## src/rtl/tsr_pkg.sv

```systemverilog
package tsr_pkg;

    typedef enum logic [1:0] {
        ST_CAP_CHAIN = 2'b00,
        ST_CAP_TREE  = 2'b01,
        ST_SHF_CHAIN = 2'b10,
        ST_SHF_TREE  = 2'b11
    } tsr_state_e;

    // Number of tree levels needed to hold n flops.
    function automatic int unsigned tree_levels(input int unsigned n);
        return $clog2(n + 1);
    endfunction

    // Index of the first flop in the deepest tree level.
    function automatic int unsigned deep_first(input int unsigned n);
        return (1 << (tree_levels(n) - 1)) - 1;
    endfunction

endpackage

```

## src/rtl/tsr_mode_fsm.sv

```systemverilog
module tsr_mode_fsm
    import tsr_pkg::*;
(
    input  logic clk,
    input  logic rst_n,
    input  logic shift_en,
    input  logic mode_sel,
    output logic tree_sel
);

    tsr_state_e state_q;
    tsr_state_e state_d;

    // State register
    always_ff @(posedge clk or negedge rst_n) begin
        if (!rst_n) begin
            state_q <= ST_CAP_CHAIN;
        end else begin
            state_q <= state_d;
        end
    end

    // Transitions: topology only re-evaluated on capture clocks
    always_comb begin
        state_d = state_q;
        if (!shift_en) begin
            state_d = mode_sel ? ST_CAP_TREE : ST_CAP_CHAIN;
        end else begin
            unique case (state_q)
                ST_CAP_CHAIN: state_d = ST_SHF_CHAIN;
                ST_CAP_TREE:  state_d = ST_SHF_TREE;
                ST_SHF_CHAIN: state_d = ST_SHF_CHAIN;
                ST_SHF_TREE:  state_d = ST_SHF_TREE;
                default:      state_d = ST_CAP_CHAIN;
            endcase
        end
    end

    // Outputs
    always_comb begin
        unique case (state_q)
            ST_CAP_TREE, ST_SHF_TREE:   tree_sel = 1'b1;
            ST_CAP_CHAIN, ST_SHF_CHAIN: tree_sel = 1'b0;
            default:                    tree_sel = 1'b0;
        endcase
    end

endmodule

```

## src/rtl/tsr_next_state.sv

```systemverilog
module tsr_next_state #(
    parameter int unsigned NUM_FF = 14
) (
    input  logic [NUM_FF-1:0] cur_q,
    input  logic [NUM_FF-1:0] capture_vec,
    input  logic              scan_in,
    input  logic              shift_en,
    input  logic              tree_sel,
    output logic [NUM_FF-1:0] nxt_q
);

    logic [NUM_FF-1:0] tree_vec;
    logic [NUM_FF-1:0] chain_vec;

    assign tree_vec[0]  = scan_in;
    assign chain_vec[0] = scan_in;

    generate
        for (genvar i = 1; i < NUM_FF; i++) begin : g_link
            localparam int unsigned PARENT = (i - 1) / 2;
            assign tree_vec[i]  = cur_q[PARENT];
            assign chain_vec[i] = cur_q[i-1];
        end
    endgenerate

    always_comb begin
        if (!shift_en) begin
            nxt_q = capture_vec;
        end else if (tree_sel) begin
            nxt_q = tree_vec;
        end else begin
            nxt_q = chain_vec;
        end
    end

endmodule

```

## src/rtl/tsr_unload.sv

```systemverilog
module tsr_unload
    import tsr_pkg::*;
#(
    parameter int unsigned NUM_FF = 14
) (
    input  logic [NUM_FF-1:0] cur_q,
    input  logic              tree_sel,
    output logic              scan_out
);

    localparam int unsigned DEEP_LO = deep_first(NUM_FF);

    logic deep_xor;

    always_comb begin
        deep_xor = 1'b0;
        for (int unsigned k = DEEP_LO; k < NUM_FF; k++) begin
            deep_xor = deep_xor ^ cur_q[k];
        end
    end

    assign scan_out = tree_sel ? deep_xor : cur_q[NUM_FF-1];

endmodule

```

## src/rtl/recfg_scan_reg.sv

```systemverilog
module recfg_scan_reg #(
    parameter int unsigned NUM_FF = 14
) (
    input  logic              clk,
    input  logic              rst_n,
    input  logic              scan_in,
    input  logic              mode_sel,
    input  logic              shift_en,
    input  logic [NUM_FF-1:0] next_state,
    output logic [NUM_FF-1:0] present_state,
    output logic              scan_out
);

    logic              tree_sel;
    logic [NUM_FF-1:0] flops_q;
    logic [NUM_FF-1:0] flops_d;

    tsr_mode_fsm u_fsm (
        .clk      (clk),
        .rst_n    (rst_n),
        .shift_en (shift_en),
        .mode_sel (mode_sel),
        .tree_sel (tree_sel)
    );

    tsr_next_state #(.NUM_FF(NUM_FF)) u_next (
        .cur_q       (flops_q),
        .capture_vec (next_state),
        .scan_in     (scan_in),
        .shift_en    (shift_en),
        .tree_sel    (tree_sel),
        .nxt_q       (flops_d)
    );

    always_ff @(posedge clk or negedge rst_n) begin
        if (!rst_n) begin
            flops_q <= '0;
        end else begin
            flops_q <= flops_d;
        end
    end

    tsr_unload #(.NUM_FF(NUM_FF)) u_unload (
        .cur_q    (flops_q),
        .tree_sel (tree_sel),
        .scan_out (scan_out)
    );

    assign present_state = flops_q;

endmodule

```

## config.mk

```make
export PLATFORM = sky130hd
export DESIGN_NAME = recfg_scan_reg
export DESIGN_NICKNAME = d
export VERILOG_FILES = /design/src/rtl/tsr_pkg.sv /design/src/rtl/tsr_mode_fsm.sv /design/src/rtl/tsr_next_state.sv /design/src/rtl/tsr_unload.sv /design/src/rtl/recfg_scan_reg.sv
export SDC_FILE = /design/constraint.sdc
export NUM_CORES = 1
export LEC_CHECK = 0
export BUFFER_PORTS_ARGS = -buffer_cell sky130_fd_sc_hd__buf_4
export CAP_MARGIN = 20
export CORE_ASPECT_RATIO = 1.75
export CORE_MARGIN = 10
export CORE_UTILIZATION = 28
export DETAILED_ROUTE_END_ITERATION = 16
export GPL_ROUTABILITY_DRIVEN = 0
export GPL_TIMING_DRIVEN = 0
export RECOVER_POWER = 50
export SLEW_MARGIN = 10
export SYNTH_ARGS = -nofsm -noshare
export SYNTH_HDL_FRONTEND = slang
export SYNTH_SLANG_ARGS = --single-unit
```

## constraint.sdc

```tcl
create_clock -name clk -period 2.61 [get_ports clk]
set_input_delay 0.522 -clock clk [delete_from_list [all_inputs] [get_ports clk]]
set_output_delay 0.522 -clock clk [all_outputs]
set_load 0.01 [all_outputs]
```

# [Word level (Yosys, flattened, before mapping)]
# Cells that the tools add are included.
[op_classes] eq_ne=3 muxes=7 bitwise=6 n_reduce_logical=3
[ops] operator="$mux W14" count=2
[ops] operator="$xor A1 B1 Y1" count=6
[ops] operator="$eq A2 B2 Y1 const B" count=2
[ops] operator="$pmux W2 S2" count=1
[ops] operator="$reduce_or A2 Y1" count=2
[ops] operator="$eq A2 B1 Y1 const B" count=1
[ops] operator="$logic_not A2 Y1" count=1
[ops] operator="$mux W1" count=2
[ops] operator="$mux W2" count=1
[ops] operator="$pmux W1 S2" count=1
[totals] regBits=16 input_bits=19 output_inout_bits=15 wordCells=21

# [Logic depth before layout (Yosys ltp)]
[logic_depth] ltp_word=7 mapped_depth=4 mapped_depth_nobuf=4

# [Modules after synthesis]
# From an unflattened synthesis, not the netlist that was laid out.
[hier_totals] cells_unflattened=65 hier_area_um2=737.0
[by_module_without_submodules] mod="recfg_scan_reg" instances=1 cells_per_inst=14 area_per_inst_um2=350.3 seq_area_each_um2=350.3
[by_module_without_submodules] mod="tsr_next_state" instances=1 cells_per_inst=42 area_per_inst_um2=274.0 seq_area_each_um2=0.0
[by_module_without_submodules] mod="tsr_unload" instances=1 cells_per_inst=6 area_per_inst_um2=68.8 seq_area_each_um2=0.0
[by_module_without_submodules] mod="tsr_mode_fsm" instances=1 cells_per_inst=3 area_per_inst_um2=43.8 seq_area_each_um2=25.0

# [Least setup slack after synthesis]
# Ideal clock, no wire load.
[synth_path] path_type="register -> output" start="reg flops_q[10] (netlist: present_state[10])" end="out scan_out" arrival_time_ns=1.199 required_time_ns=2.088 setup_slack_ns=0.889 stages_incl_launch_ff=5 cell_sequence="dfrtp_1 xnor2_1 xnor3_1 nand2_1 xnor2_1"
[synth_between] elab_chain_len=5
[synth_lines] element="start: declaration" line="recfg_scan_reg.sv:15" rtl="logic [NUM_FF-1:0] flops_q;"
[synth_lines] element="start signal: assignment" line="recfg_scan_reg.sv:39" rtl="flops_q <= flops_d;"
[synth_lines] element="$xor A1 B1 Y1 (4 in series)" line="tsr_unload.sv:18" rtl="deep_xor = deep_xor ^ cur_q[k];"
[synth_lines] element="$mux W1" line="tsr_unload.sv:22" rtl="assign scan_out = tree_sel ? deep_xor : cur_q[NUM_FF-1];"
[synth_lines] element="end: declaration" line="recfg_scan_reg.sv:11" rtl="output logic scan_out"
# Every way passes these cells.

# [Worst setup path in the final report]
# Same ends and word-level chain as after synthesis.

==> summary.md <==
| Metric | Value |
|---|---|
| Clock share of power | 27.6% |
| Internal reg-to-reg setup slack | 1440 ps |
| Root buffer cell | sky130_fd_sc_hd__clkbuf_8 |
| DRC violations left | 0 |
| Endpoint required time on the critical path | 2090 ps |
| Detailed-router iteration count before antenna repair | 3 |
| Number of placement rows | 24 |
| Cell-by-cell trace of the critical path | xnor2_1, xnor3_1, nand2_1, xnor2_1, buf_4 |
| Area share of the leading cell type in the synthesized netlist | 51.5% |
| Sequential Power Share | 42.4% |
| Starting density of the core | 29.2% |
| Number of maximum-capacitance constraint violations | 0 |
| Post-CTS Setup Repair Bufs | 0 |
| Die span in y | 87.5 um |
| Final number of max-transition violations | 0 |
| Final routed wire length divided by cell count | 15.7 um |
| Least-Margin Pin Slew | 806 ps |
| Number of clock buffers inserted by TritonCTS | 3 |
| Signal arrival time at the worst endpoint | 1580 ps |
| Slowest cell on the critical path | sky130_fd_sc_hd__dfrtp_1 |
| H-tree levels | 1 |
| Result of the run | finished clean |
| Mean Syn Cell Area | 11.2 um2 |
| Register area share after synthesis | 51.5% |
| Switching part of the total power | 28.4% |
| Warnings, synthesis | 0 |
| Most area-hungry cell type in the Yosys netlist | sky130_fd_sc_hd__dfrtp_1 |
| Antenna violations before repair | 0 |
| Worst r2r path cells | 4 |
| Number of port buffers | 32 |
| Combined area of all synthesized cells | 728 um2 |
| Max transition margin | 46.3% |
| Worst setup path class | reg -> out |
| Time the final worst path needs with I/O delays and setup | 2100 ps |
| DRT antenna net count | 0 |
| Leakage component of the power | 0.000511 uW |
| Area of the core | 2490 um2 |
| Largest stage delay on the critical path | 410 ps |
| Number of clock sinks seen by CTS | 15 |
| Detailed Place HPWL | 1680 um |
| Proportion of synthesized flip-flops having asynchronous set or reset | 100% |
| Reg2Reg Capture Point | present_state[4] |
| Largest buffer count on any clock path | 2 |
| Hold buffer count at CTS | 0 |
| Share of final-layout standard cells stronger than drive strength 1 | 40.6% |
| Finish-stage setup viols | 0 |
| Total negative setup slack | 0 ps |
| Most common cell in the netlist | sky130_fd_sc_hd__dfrtp_1 |
| Most used standard cells in the synthesized netlist | sky130_fd_sc_hd__dfrtp_1, sky130_fd_sc_hd__a21oi_1, sky130_fd_sc_hd__mux2i_1, sky130_fd_sc_hd__nor2_1 |
| Most prevalent standard cell on the critical path | sky130_fd_sc_hd__xnor2_1 |
| Total global-route track usage | 8.20% |
| Global-route wire length before repair | 3290 um |
| Maximum fanout count along the critical path | 3 |
| Worst clock skew | 3.64 ps |
| Number of synthesized flops with an enable pin | 0 |
| Vias per Instance | 4.68 |
| Period utilization | 80.6% |
| Power density over the cells | 645 nW/um2 |
| Clk pin slew, worst setup/hold paths | 60 ps |
| Cell internal power dissipation | 481 uW |
| Routed wire length | 1990 um |
| Final-report hold violation count | 0 |
| Total design power | 673 uW |
| GRT overflow | 0 |
| Number of global-route vias before repair | 718 |
| Logic pwr share | 29.9% |
| RSZ-0062 raised after global routing | no |
| Synthesized net count | 84 |
| Worst hold path class | in -> async |
| Worst hold margin | 339 ps |
| Critical Path End Type | primary output |
| IO Count | 34 |
| Relative area change from synthesis to final layout | 43.1% |
| Start of the worst register-to-register path | u_fsm.state_q[0] |
| Die span in x | 58.6 um |
| Net switching component of the power | 191 uW |
| Count of state elements after synthesis | 15 |
| Worst vdd rail ir drop | 327 uV |
| Iter 0 DRT Violations | 10 |
| Top area cells in the synthesized netlist | sky130_fd_sc_hd__dfrtp_1, sky130_fd_sc_hd__mux2i_1, sky130_fd_sc_hd__a21oi_1 |
| Number of instances in the synthesized netlist | 65 |
| Number of resized instances in the post-cts repair step | 0 |
| Commonest register cell after synthesis | sky130_fd_sc_hd__dfrtp_1 |
| Maximum achievable frequency | 0.475 GHz |
| Largest net degree at the start of global routing | 16 |
| Startpoint types | flip-flop |
| Total die area | 5120 um2 |
| Total number of nets in the final design | 121 |
| Clock tree from TritonCTS | yes |
| ANT cells | 0 |
| Via count | 594 |
| Yosys cell types | 12 |
| Worst skew pair latency | 250 ps |
-- cell families after synthesis --
| family | Yosys count | synth area share (%) |
|---|---|---|
| multiplexers | 15 | 21.1 |
| flip-flops | 15 | 51.5 |
| AND/OR/NAND/NOR | 13 | 6.70 |
| AO/OA/AOI/OAI | 12 | 8.25 |
| XOR/XNOR | 5 | 8.94 |
| buffers and inverters | 5 | 3.44 |
-- metrics by stage --
stage	setup slack [ps]	instances	utilization (%)	cell area, um2
after floorplan	889	65	-	728
after global placement	749	123	40.2	1000
after detailed placement	745	123	40.2	1000
after CTS	480	127	42.0	1050
after global routing	431	127	41.8	1040
final	505	127	41.8	1040
-- flip-flops by register name, summed over array words and instances, names as in the netlist --
signal and flops:
present_state 14, u_fsm.state_q 1
-- cell type report --
cell class                 count  area (um2)
buffer                         5        23.8
clock buffer                   3        41.3
tap                           26        32.5
sequential                    15         375
fill                         273        1450
timing repair buffer          32         236
clock inverter                 1        5.00
multi-input combinational     45         328
-- worst max-delay path by stage --
stage	start	to	slack, ps	depth (start not counted)
floorplan	present_state[10]	scan_out	890	4
global placement	present_state[10]	scan_out	750	5
detailed placement	present_state[10]	scan_out	750	5
CTS	present_state[10]	scan_out	480	5
global route	present_state[8]	scan_out	430	5
finish	present_state[10]	scan_out	510	5
-- power groups by stage --
stage / Sequential, uW / Combinational [uW] / Clock [uW]
floorplan: 295 / 102 / 0
global placement: 290 / 205 / 0
detailed placement: 290 / 208 / 0
CTS: 286 / 208 / 188
global route: 290 / 221 / 202
finish: 285 / 201 / 186
-- critical path, delay by kind of cell (launching register included) --
kind	cells	cell delay, ps
buffers and inverters	1	140
XOR/XNOR	3	690
AND/OR/NAND/NOR	1	90
flip-flops	1	410
-- layer usage --
layer | vias to the layer above | GRT usage, % | part of all wire, %
met5 | - | 0 | 0
met4 | 0 | 4.51 | 2.1
met3 | 5 | 2.78 | 6.4
met2 | 26 | 14.3 | 53
met1 | 273 | 8.14 | 38
li1 | 290 | - | -
-- cells in the final DEF (no fill, tap or decap) --
master and n:
sky130_fd_sc_hd__nand2_1 1, sky130_fd_sc_hd__xnor3_1 1, sky130_fd_sc_hd__mux2_2 3, sky130_fd_sc_hd__clkbuf_1 4, sky130_fd_sc_hd__xnor2_2 1, sky130_fd_sc_hd__xnor2_1 3
sky130_fd_sc_hd__a21oi_1 12, sky130_fd_sc_hd__dfrtp_1 15, sky130_fd_sc_hd__buf_2 1, sky130_fd_sc_hd__clkinv_2 1, sky130_fd_sc_hd__clkbuf_8 3, sky130_fd_sc_hd__buf_4 32
sky130_fd_sc_hd__nor2_1 12, sky130_fd_sc_hd__mux2i_1 12
Power figures use the tool's default switching activity.
